<file path="src/rtl/lcd_timing_pkg.sv">
package lcd_timing_pkg;

  localparam int unsigned CW = 11;
  localparam int unsigned MW = 3;

  typedef logic [CW-1:0] coord_t;
  typedef logic [MW-1:0] mode_t;

  typedef struct packed {
    coord_t act;
    coord_t fp;
    coord_t sw;
    coord_t bp;
  } axis_t;

  typedef struct packed {
    axis_t h;
    axis_t v;
  } timing_t;

  localparam mode_t MODE_W800_H480 = 3'd7;
  localparam mode_t MODE_W640_H480 = 3'd6;
  localparam mode_t MODE_W480_H272 = 3'd5;
  localparam mode_t MODE_W480_H640 = 3'd4;
  localparam mode_t MODE_W480_DBL  = 3'd1;
  localparam mode_t MODE_W400_H240 = 3'd0;

  function automatic logic mode_legal(mode_t c);
    return !(c == 3'd2 || c == 3'd3);
  endfunction

  function automatic mode_t mode_alias(mode_t c);
    return (c == MODE_W480_DBL) ? MODE_W480_H272 : c;
  endfunction

  function automatic axis_t mk_axis(int a, int f, int s, int b);
    axis_t r;
    r.act = coord_t'(a);
    r.fp  = coord_t'(f);
    r.sw  = coord_t'(s);
    r.bp  = coord_t'(b);
    return r;
  endfunction

  function automatic timing_t mode_timing(mode_t c);
    timing_t t;
    case (c)
      MODE_W640_H480: begin
        t.h = mk_axis(640, 24, 1, 136);
        t.v = mk_axis(480, 18, 1, 27);
      end
      MODE_W480_H272: begin
        t.h = mk_axis(480, 2, 1, 43);
        t.v = mk_axis(272, 2, 1, 12);
      end
      MODE_W480_H640: begin
        t.h = mk_axis(480, 2, 1, 43);
        t.v = mk_axis(640, 4, 1, 8);
      end
      MODE_W400_H240: begin
        t.h = mk_axis(400, 20, 1, 108);
        t.v = mk_axis(240, 2, 1, 20);
      end
      default: begin
        t.h = mk_axis(800, 40, 1, 216);
        t.v = mk_axis(480, 10, 1, 35);
      end
    endcase
    return t;
  endfunction

endpackage

</file>
<file path="src/rtl/lcd_mode_sel.sv">
module lcd_mode_sel
  import lcd_timing_pkg::*;
#(
  parameter mode_t RESET_MODE = MODE_W800_H480
) (
  input  logic    clk_i,
  input  logic    rst_ni,
  input  logic    sample_i,
  input  mode_t   code_i,
  output mode_t   mode_o,
  output logic    err_o,
  output timing_t timing_o
);

  mode_t mode_q;
  logic  err_q;

  always_ff @(posedge clk_i or negedge rst_ni) begin
    if (!rst_ni) begin
      mode_q <= RESET_MODE;
      err_q  <= 1'b0;
    end else if (sample_i) begin
      if (mode_legal(code_i)) begin
        mode_q <= mode_alias(code_i);
        err_q  <= 1'b0;
      end else begin
        err_q  <= 1'b1;
      end
    end
  end

  assign mode_o   = mode_q;
  assign err_o    = err_q;
  assign timing_o = mode_timing(mode_q);

endmodule

</file>
<file path="src/rtl/lcd_axis_cnt.sv">
module lcd_axis_cnt
  import lcd_timing_pkg::*;
(
  input  logic   clk_i,
  input  logic   rst_ni,
  input  logic   clr_i,
  input  logic   adv_i,
  input  axis_t  cfg_i,
  output coord_t cnt_o,
  output logic   last_o,
  output logic   active_o,
  output logic   sync_o
);

  coord_t cnt_q;
  coord_t sync_beg;
  coord_t sync_end;
  coord_t total;

  always_comb begin
    sync_beg = cfg_i.act + cfg_i.fp;
    sync_end = sync_beg + cfg_i.sw;
    total    = sync_end + cfg_i.bp;
  end

  assign last_o   = (cnt_q == total - coord_t'(1));
  assign active_o = (cnt_q < cfg_i.act);
  assign sync_o   = (cnt_q >= sync_beg) && (cnt_q < sync_end);
  assign cnt_o    = cnt_q;

  always_ff @(posedge clk_i or negedge rst_ni) begin
    if (!rst_ni)      cnt_q <= '0;
    else if (clr_i)   cnt_q <= '0;
    else if (adv_i)   cnt_q <= last_o ? '0 : cnt_q + coord_t'(1);
  end

endmodule

</file>
<file path="src/rtl/lcd_out_reg.sv">
module lcd_out_reg
  import lcd_timing_pkg::*;
(
  input  logic   clk_i,
  input  logic   rst_ni,
  input  logic   blank_i,
  input  logic   h_act_i,
  input  logic   v_act_i,
  input  logic   h_sync_i,
  input  logic   v_sync_i,
  input  coord_t x_i,
  input  coord_t y_i,
  output logic   de_o,
  output logic   hsync_o,
  output logic   vsync_o,
  output coord_t x_o,
  output coord_t y_o
);

  always_ff @(posedge clk_i or negedge rst_ni) begin
    if (!rst_ni) begin
      de_o    <= 1'b0;
      hsync_o <= 1'b0;
      vsync_o <= 1'b0;
      x_o     <= '0;
      y_o     <= '0;
    end else if (blank_i) begin
      de_o    <= 1'b0;
      hsync_o <= 1'b0;
      vsync_o <= 1'b0;
      x_o     <= '0;
      y_o     <= '0;
    end else begin
      de_o    <= h_act_i && v_act_i;
      hsync_o <= h_sync_i;
      vsync_o <= v_sync_i;
      x_o     <= x_i;
      y_o     <= y_i;
    end
  end

endmodule

</file>
<file path="src/rtl/lcd_timing_gen.sv">
module lcd_timing_gen
  import lcd_timing_pkg::*;
#(
  parameter mode_t RESET_MODE = MODE_W800_H480
) (
  input  logic          clk_i,
  input  logic          rst_ni,
  input  logic [MW-1:0] mode_code_i,
  input  logic          standby_i,
  output logic          hsync_o,
  output logic          vsync_o,
  output logic          de_o,
  output logic [CW-1:0] x_o,
  output logic [CW-1:0] y_o,
  output logic          mode_err_o,
  output logic [MW-1:0] active_mode_o
);

  timing_t timing;
  coord_t  h_cnt, v_cnt;
  logic    h_last, v_last, h_act, v_act, h_sync, v_sync;
  logic    frame_last;
  logic    v_adv;

  // frame boundary only counts while running; standby samples every cycle
  assign frame_last = h_last && v_last && !standby_i;
  assign v_adv      = h_last && !standby_i;

  lcd_mode_sel #(.RESET_MODE(RESET_MODE)) u_mode (
    .clk_i    (clk_i),
    .rst_ni   (rst_ni),
    .sample_i (frame_last || standby_i),
    .code_i   (mode_code_i),
    .mode_o   (active_mode_o),
    .err_o    (mode_err_o),
    .timing_o (timing)
  );

  lcd_axis_cnt u_hcnt (
    .clk_i    (clk_i),
    .rst_ni   (rst_ni),
    .clr_i    (standby_i),
    .adv_i    (!standby_i),
    .cfg_i    (timing.h),
    .cnt_o    (h_cnt),
    .last_o   (h_last),
    .active_o (h_act),
    .sync_o   (h_sync)
  );

  lcd_axis_cnt u_vcnt (
    .clk_i    (clk_i),
    .rst_ni   (rst_ni),
    .clr_i    (standby_i),
    .adv_i    (v_adv),
    .cfg_i    (timing.v),
    .cnt_o    (v_cnt),
    .last_o   (v_last),
    .active_o (v_act),
    .sync_o   (v_sync)
  );

  lcd_out_reg u_out (
    .clk_i    (clk_i),
    .rst_ni   (rst_ni),
    .blank_i  (standby_i),
    .h_act_i  (h_act),
    .v_act_i  (v_act),
    .h_sync_i (h_sync),
    .v_sync_i (v_sync),
    .x_i      (h_cnt),
    .y_i      (v_cnt),
    .de_o     (de_o),
    .hsync_o  (hsync_o),
    .vsync_o  (vsync_o),
    .x_o      (x_o),
    .y_o      (y_o)
  );

endmodule

</file>
<file path="config.mk">
export PLATFORM = sky130hd
export DESIGN_NAME = lcd_timing_gen
export DESIGN_NICKNAME = d
export VERILOG_FILES = /design/src/rtl/lcd_timing_pkg.sv /design/src/rtl/lcd_mode_sel.sv /design/src/rtl/lcd_axis_cnt.sv /design/src/rtl/lcd_out_reg.sv /design/src/rtl/lcd_timing_gen.sv
export SDC_FILE = /design/constraint.sdc
export NUM_CORES = 1
export LEC_CHECK = 0
export ABC_AREA = 1
export BUFFER_PORTS_ARGS = -buffer_cell sky130_fd_sc_hd__buf_2
export CAP_MARGIN = 25
export CORE_MARGIN = 2
export CORE_UTILIZATION = 60
export CTS_CLUSTER_DIAMETER = 150
export DETAILED_ROUTE_END_ITERATION = 8
export GPL_TIMING_DRIVEN = 0
export PLACE_DENSITY = 0.83
export SYNTH_ARGS = -nofsm -noshare
export SYNTH_HDL_FRONTEND = slang
export SYNTH_SLANG_ARGS = --single-unit
</file>
<file path="constraint.sdc">
create_clock -name clk_i -period 3.59 [get_ports clk_i]
set_input_delay 0.1795 -clock clk_i [delete_from_list [all_inputs] [get_ports clk_i]]
set_output_delay 0.1795 -clock clk_i [all_outputs]
set_load 0.1 [all_outputs]
</file>
Yosys cells after proc, flatten, opt, wreduce, memory -nomap -nowiden
Cells that the tools add are included.

Flip-flop bits (word level): 51. Bits of input ports: 6. Output and inout port bits: 29. Word-level logic and storage cells: 59.

$add $sub $neg: 10. Order comparisons: 6. Equality and inequality tests: 8. Mux-type cells: 13. Bitwise gates (word level): 1. Reduce and logical (&&, ||, !) cells: 12.

Operators by type and width (number): $pmux W87 S4 (1); $mux W11 (7); $add A11 B11 Y11 (5); $lt A11 B11 Y1 (3); $add A11 B1 Y11 const B (2); $eq A11 B11 Y1 (2); $ge A11 B11 Y1 (2); $sub A11 B1 Y11 const B (2); $add A10 B11 Y11 (1); $lt A11 B10 Y1 (1); $eq A3 B3 Y1 const B (3); $eq A3 B2 Y1 const B (2); $logic_and A1 B1 Y1 (6); $mux W1 (4); $eq A3 B1 Y1 const B (1); $logic_not A3 Y1 (1); $mux W3 (1); $logic_or A1 B1 Y1 (2); $reduce_and A2 Y1 (1); $reduce_bool A2 Y1 (1); $logic_not A1 Y1 (1); $not A1 Y1 (1).

Longest topological paths before layout
Depth in word-level cells: 11. Depth in mapped cells: 24. Gate-level depth less buffers: 23.

Cells and area by module
From an unflattened synthesis, not the netlist that was laid out.

Cell total of the unflattened synthesis: 1166. Area, all modules: 8018.9 um^2.

Modules (own cells, without submodules): lcd_axis_cnt at u_vcnt (instances 1, cells each 485, area an instance 3188.1 um^2); lcd_axis_cnt at u_hcnt (instances 1, cells each 480, area an instance 3143.0 um^2); lcd_out_reg (instances 1, cells each 78, area an instance 849.6 um^2); lcd_mode_sel (instances 1, cells each 118, area an instance 819.5 um^2); lcd_timing_gen (instances 1, cells each 5, area an instance 18.8 um^2).

Worst setup path before layout
No wires, ideal clock.

Path type: register to register. Start point: register u_mode.mode_q[1] (netlist: u_mode.mode_o[1]). End point: register u_vcnt.cnt_q[5] (netlist: u_vcnt.cnt_o[5]). Library setup time: 82 ps. Data arrival time: 3628 ps. Data required time: 3508 ps. Slack: -121 ps. Stages on the path, launching flop included: 18. Path buffers: 2. Cells stage by stage: dfstp_2 > buf_6 > nor2_4 > nand2_4 > inv_1 > ha_1 > ha_1 > fa_1 > nand3_1 > nand2_1 > xor2_1 > or2_2 > nand3_1 > nor2_1 > nand2_2 > nand2_2 > buf_4 > o22ai_1.

Word-level cells in the longest chain between the ends: 10.

RTL lines: start: declaration (line lcd_mode_sel.sv:15) `mode_t mode_q;`; start signal: assignment (line lcd_mode_sel.sv:24) `mode_q <= mode_alias(code_i);`; $eq A3 B3 Y1 or $logic_not A3 Y1 (tied branches) (line lcd_timing_pkg.sv:47) `case (c)`; $pmux W87 S4 (*) (line lcd_timing_pkg.sv:47); $add A11 B11 Y11 (line lcd_axis_cnt.sv:21) `sync_beg = cfg_i.act + cfg_i.fp;`; $add A11 B11 Y11 (line lcd_axis_cnt.sv:22) `sync_end = sync_beg + cfg_i.sw;`; $add A11 B11 Y11 (line lcd_axis_cnt.sv:23) `total = sync_end + cfg_i.bp;`; $sub A11 B1 Y11 (line lcd_axis_cnt.sv:26) `assign last_o = (cnt_q == total - coord_t'(1));`; $eq A11 B11 Y1 (line lcd_axis_cnt.sv:26); $mux W11 (2 in a row) (line lcd_axis_cnt.sv:34) `else if (adv_i) cnt_q <= last_o ? '0 : cnt_q + coord_t'(1);`; $mux W11 (line lcd_axis_cnt.sv:33) `else if (clr_i) cnt_q <= '0;`; end signal: assignment (line lcd_axis_cnt.sv:34); end: declaration (line lcd_axis_cnt.sv:15) `coord_t cnt_q;`.

Mark *: on every way between the ends. The rest lies on a longest branch, timed or not. The select of a mux whose other input is x is not followed. A chain may end at the register's enable or synchronous reset.

Final worst setup path
Start point: register u_mode.mode_q[2] (netlist: u_mode.mode_o[2]). End point: register u_vcnt.cnt_q[5] (netlist: u_vcnt.cnt_o[5]).

Same word-level chain as after synthesis.

==> qor_table.md <==
| Item | Value | Unit |
|---|---|---|
| Run status | finished with violations | - |
| Violated checks | negative setup slack | - |
| Post-DR wirelength/cell | 15.95 | µm |
| Number of design-rule violations left by the first detailed-router iteration | 309 | - |
| Starting Density | 61.75 | % |
| Type of the worst setup path | reg -> reg | - |
| Cell with the biggest individual delay on the critical path | sky130_fd_sc_hd__dfstp_4 | - |
| Maximum clock frequency | 277.5 | MHz |
| Pin count of the biggest net entering global routing | 33 | - |
| Synth async-reset ratio | 100.0 | % |
| Final setup slack of the worst path | -13.32 | ps |
| Number of nets in the finished design | 627 | - |
| Die area | 7198 | µm² |
| Final setup violation count | 4 | - |
| CP Max Fanout | 10 | - |
| Required time of the critical path | 3820 | ps |
| Routed length on met2 | 4785 | µm |
| Weighted congestion reported at the end of routability-driven placement | 0.9756 | - |
| Area used by sequential logic in the layout | 1287 | µm² |
| Wire length of the first global-routing pass | 15770 | µm |
| Startpoint types | flip-flop | - |
| Switching Power | 1.148 | mW |
| CTS Buf Count | 5 | - |
| Most frequent cell on the critical path | sky130_fd_sc_hd__nor2_2 | - |
| Synthesized instance count | 506 | - |
| Most common flop cell mapped by yosys | sky130_fd_sc_hd__dfrtp_1 | - |
| Routed wl met3 | 619 | µm |
| Share of the clock period used by the worst path after layout | 100.4 | % |
| Fillers | 452 | - |
| Floorplan die width | 84.84 | µm |
| Max Cap Viol | 0 | - |
| Mean instance size in the synthesized netlist | 7.750 | µm² |
| Worst path cell trace | buf_6, inv_2, nor2_2, ha_4, inv_1, nor2_2, a21oi_2, ha_4, ha_1, a21oi_2, a21oi_1, o21ai_0, xor2_1, nor2_2, nand2_4, nand2_8, buf_6, o22ai_1 | - |
| Final-layout worst hold slack | 104.9 | ps |
| Number of antenna violations at the first check in global routing | 0 | - |
| Vias in the first global route | 3324 | - |
| Crit path time final | 3603 | ps |
| Clock insertion delay at the later pin of the skew report | 310 | ps |
| Avg Vias per Cell | 5.658 | - |
| Tightest Hold Check Type | in -> reg | - |
| Clock Skew | 6.938 | ps |
| Remaining design rule violation count | 0 | - |
| Slew of the pin with the lowest slew margin | 627.9 | ps |
| Maximum ir drop on the vdd rail | 0.5693 | mV |
| LEAKAGE | 2.572 | nW |
| Placement Rows | 29 | - |
| Via count | 3655 | - |
| Aggregate routed wire length | 10310 | µm |
| Hpwl dp | 7101 | µm |
| Yosys top cell by area | sky130_fd_sc_hd__dfrtp_1 | - |
| Number of clock sinks | 51 | - |
| CTS Root Cell | sky130_fd_sc_hd__clkbuf_8 | - |
| Routed Antenna Nets | 0 | - |
| Clock-pin slew reported for the worst setup and hold paths after clock tree synthesis | 100 | ps |
| Max-slew violation count | 0 | - |
| RSZ-0062 raised after global routing | true | - |
| Met1 Wirelength | 4610 | µm |
| Diode count | 0 | - |
| Total area of multi-input combinational cells | 2395 | µm² |
| Number of enable flip-flop cells after synthesis | 0 | - |
| Leading post-synthesis cells by cell area | sky130_fd_sc_hd__dfrtp_1 (31%), sky130_fd_sc_hd__ha_1 (16%), sky130_fd_sc_hd__nand2_1 (11%), sky130_fd_sc_hd__inv_1 (7.4%), sky130_fd_sc_hd__nor2_1 (5.7%) | - |
| Internal power contribution | 1.353 | mW |
| Max-slew headroom | 58.14 | % |
| Data arrival time of the worst path | 3830 | ps |
| Register area share after synthesis | 32.64 | % |
| CTS tree | yes | - |
| Share of post-route cells with drive strength above 1 | 21.27 | % |
| Depth of the CTS H-tree | 2 | - |
| Setup crit end kind | flip-flop | - |
| Maximum root-to-sink buffer count | 2 | - |
| Power density over cell area | 540.7 | nW/µm² |
| Critical Path Max Stage Delay | 630 | ps |
| List of most frequent post-synthesis cells | sky130_fd_sc_hd__nand2_1 (111), sky130_fd_sc_hd__inv_1 (77), sky130_fd_sc_hd__nor2_1 (60) | - |
| Detailed-routing iteration count for the pre-antenna-repair pass | 7 | - |
| Share of Yosys cell area claimed by the top area cell type | 30.63 | % |
| Post-Synthesis Cell Area | 3921 | µm² |
| Number of primary I/O pins | 35 | - |
| Ys Warns | 0 | - |
| Clock network power share | 16.3 | % |
| Pre-CTS setup slack | -291.2 | ps |
| Area of the placeable core | 6350 | µm² |
| Distinct cell type count after synthesis | 40 | - |
| Sequential cell fraction of total power | 25.3 | % |
| Sw Ratio | 45.90 | % |
| Final Hold Violating Endpoints | 0 | - |
| Reg-to-reg setup timing slack | -10 | ps |
| Share of the core filled with cells in the final layout | 72.83 | % |
| Number of buffer cells added on primary ports | 33 | - |
| Top routing layer in use | met4 | - |
| Global route total overflow | 0 | - |
| Die Y-Extent | 84.84 | µm |
| FF+latch count, synth | 51 | - |
| Combinational cell fraction of total power | 58.4 | % |
| Library cell with the highest instance count after synthesis | sky130_fd_sc_hd__nand2_1 | - |
| Total routing usage reported by global routing | 27.36 | % |
| Layout overhead on the synthesized area | 17.93 | % |
==> through the flow <==
step	TNS (ps)	power [mW]	instance area, µm²	std cells
6_report	-28.59	2.501	4624	646
5_1_grt	-3262	2.676	4624	646
4_1_cts	0	2.271	4394	629
3_5_place_dp	-4759	1.826	4219	618
3_3_place_gp	-2393	1.783	4199	617
2_1_floorplan	0	1.575	3938	507
==> placed cells by master, fill, tap and decap left out, types with 3 or more instances in the layout <==
master,synthesis,layout
sky130_fd_sc_hd__a21oi_1,17,15
sky130_fd_sc_hd__ha_4,0,4
sky130_fd_sc_hd__buf_6,3,4
sky130_fd_sc_hd__nand2_4,5,6
sky130_fd_sc_hd__nor2_1,60,53
sky130_fd_sc_hd__nand2_2,7,6
sky130_fd_sc_hd__inv_2,6,6
sky130_fd_sc_hd__nand4_1,13,13
sky130_fd_sc_hd__nor3_1,10,10
sky130_fd_sc_hd__dfrtp_1,48,48
sky130_fd_sc_hd__clkbuf_8,0,5
sky130_fd_sc_hd__nand3_4,3,3
sky130_fd_sc_hd__nor2_2,4,9
sky130_fd_sc_hd__nor4_1,4,4
sky130_fd_sc_hd__buf_4,1,18
sky130_fd_sc_hd__inv_1,77,76
sky130_fd_sc_hd__o21ai_0,9,9
sky130_fd_sc_hd__ha_1,51,46
sky130_fd_sc_hd__nand3_1,29,29
sky130_fd_sc_hd__nor2_4,1,3
sky130_fd_sc_hd__nand2_1,111,110
sky130_fd_sc_hd__xor2_1,15,14
sky130_fd_sc_hd__nand3b_1,4,4
sky130_fd_sc_hd__buf_2,1,34
==> final timing paths <==
kind | from | cells past startpoint | to
worst max register to register | u_mode.mode_o[2] | 18 | u_vcnt.cnt_o[5]
worst max-delay path | u_mode.mode_o[2] | 18 | u_vcnt.cnt_o[5]
max in group asynchronous | rst_ni | 3 | u_out.de_o
worst min-delay path | mode_code_i[2] | 3 | u_mode.mode_o[1]
min in group asynchronous | rst_ni | 2 | u_vcnt.cnt_o[0]
worst min register to register | u_mode.err_o | 2 | u_mode.err_o
==> cell type report <==
class,instances,area share [%]
buffer,6,1.001
clock buffer,5,1.488
clock inverter,3,0.9470
inverter,84,7.035
multi-input combinational,365,51.79
sequential,51,27.84
tap,77,2.083
timing repair buffer,55,7.819
==> cells by family after synthesis <==
logic type	count (synthesis)	synth area share, %
fa+ha+maj	53	17.29
compound gates	37	5.360
flops	51	32.64
xor+xnor	16	3.574
buf+inv	91	9.477
other cells	1	0.09563
simple gates	257	31.56
==> critical path, delay by kind of cell, from the launching register on <==
kind                       cells  cell delay, ps
DFF                            1             630
buffers and inverters          4             460
and+or+nand+nor                5             680
adders and majority gates      3             650
AOI/OAI and AO/OA              5             820
xor gates and xnor gates       1             260
==> power groups by stage <==
stage,clock network [mW],registers [mW],logic (mW)
detailed placement,0,0.637,1.19
global route,0.430,0.637,1.61
floorplan,0,0.743,0.832
global placement,0,0.636,1.15
finish,0.408,0.633,1.46
CTS,0.411,0.627,1.23
==> timing repair <==
action	CTS	global route
hold endpoints to repair	16	0
pin swaps	1	15
hold buffers	1	0
gates cloned	0	0
resized for setup	8	19
buffers inserted	2	18
setup endpoints to repair	25	25
==> per-layer routing <==
metal	vias to the layer above	global-route usage [%]
li1	1750	-
met1	1724	39.68
met2	152	43.52
met3	29	3.307
met4	0	7.504
met5	-	0
==> registers in the layout, indices dropped and copies added, names as in the netlist <==
signal / cells
u_mode.err_o: 1
u_hcnt.cnt_o: 11
u_mode.mode_o: 3
u_out.hsync_o: 1
u_out.de_o: 1
u_out.y_o: 11
u_out.x_o: 11
u_vcnt.cnt_o: 11
u_out.vsync_o: 1
(Power assumes the default switching activity.)
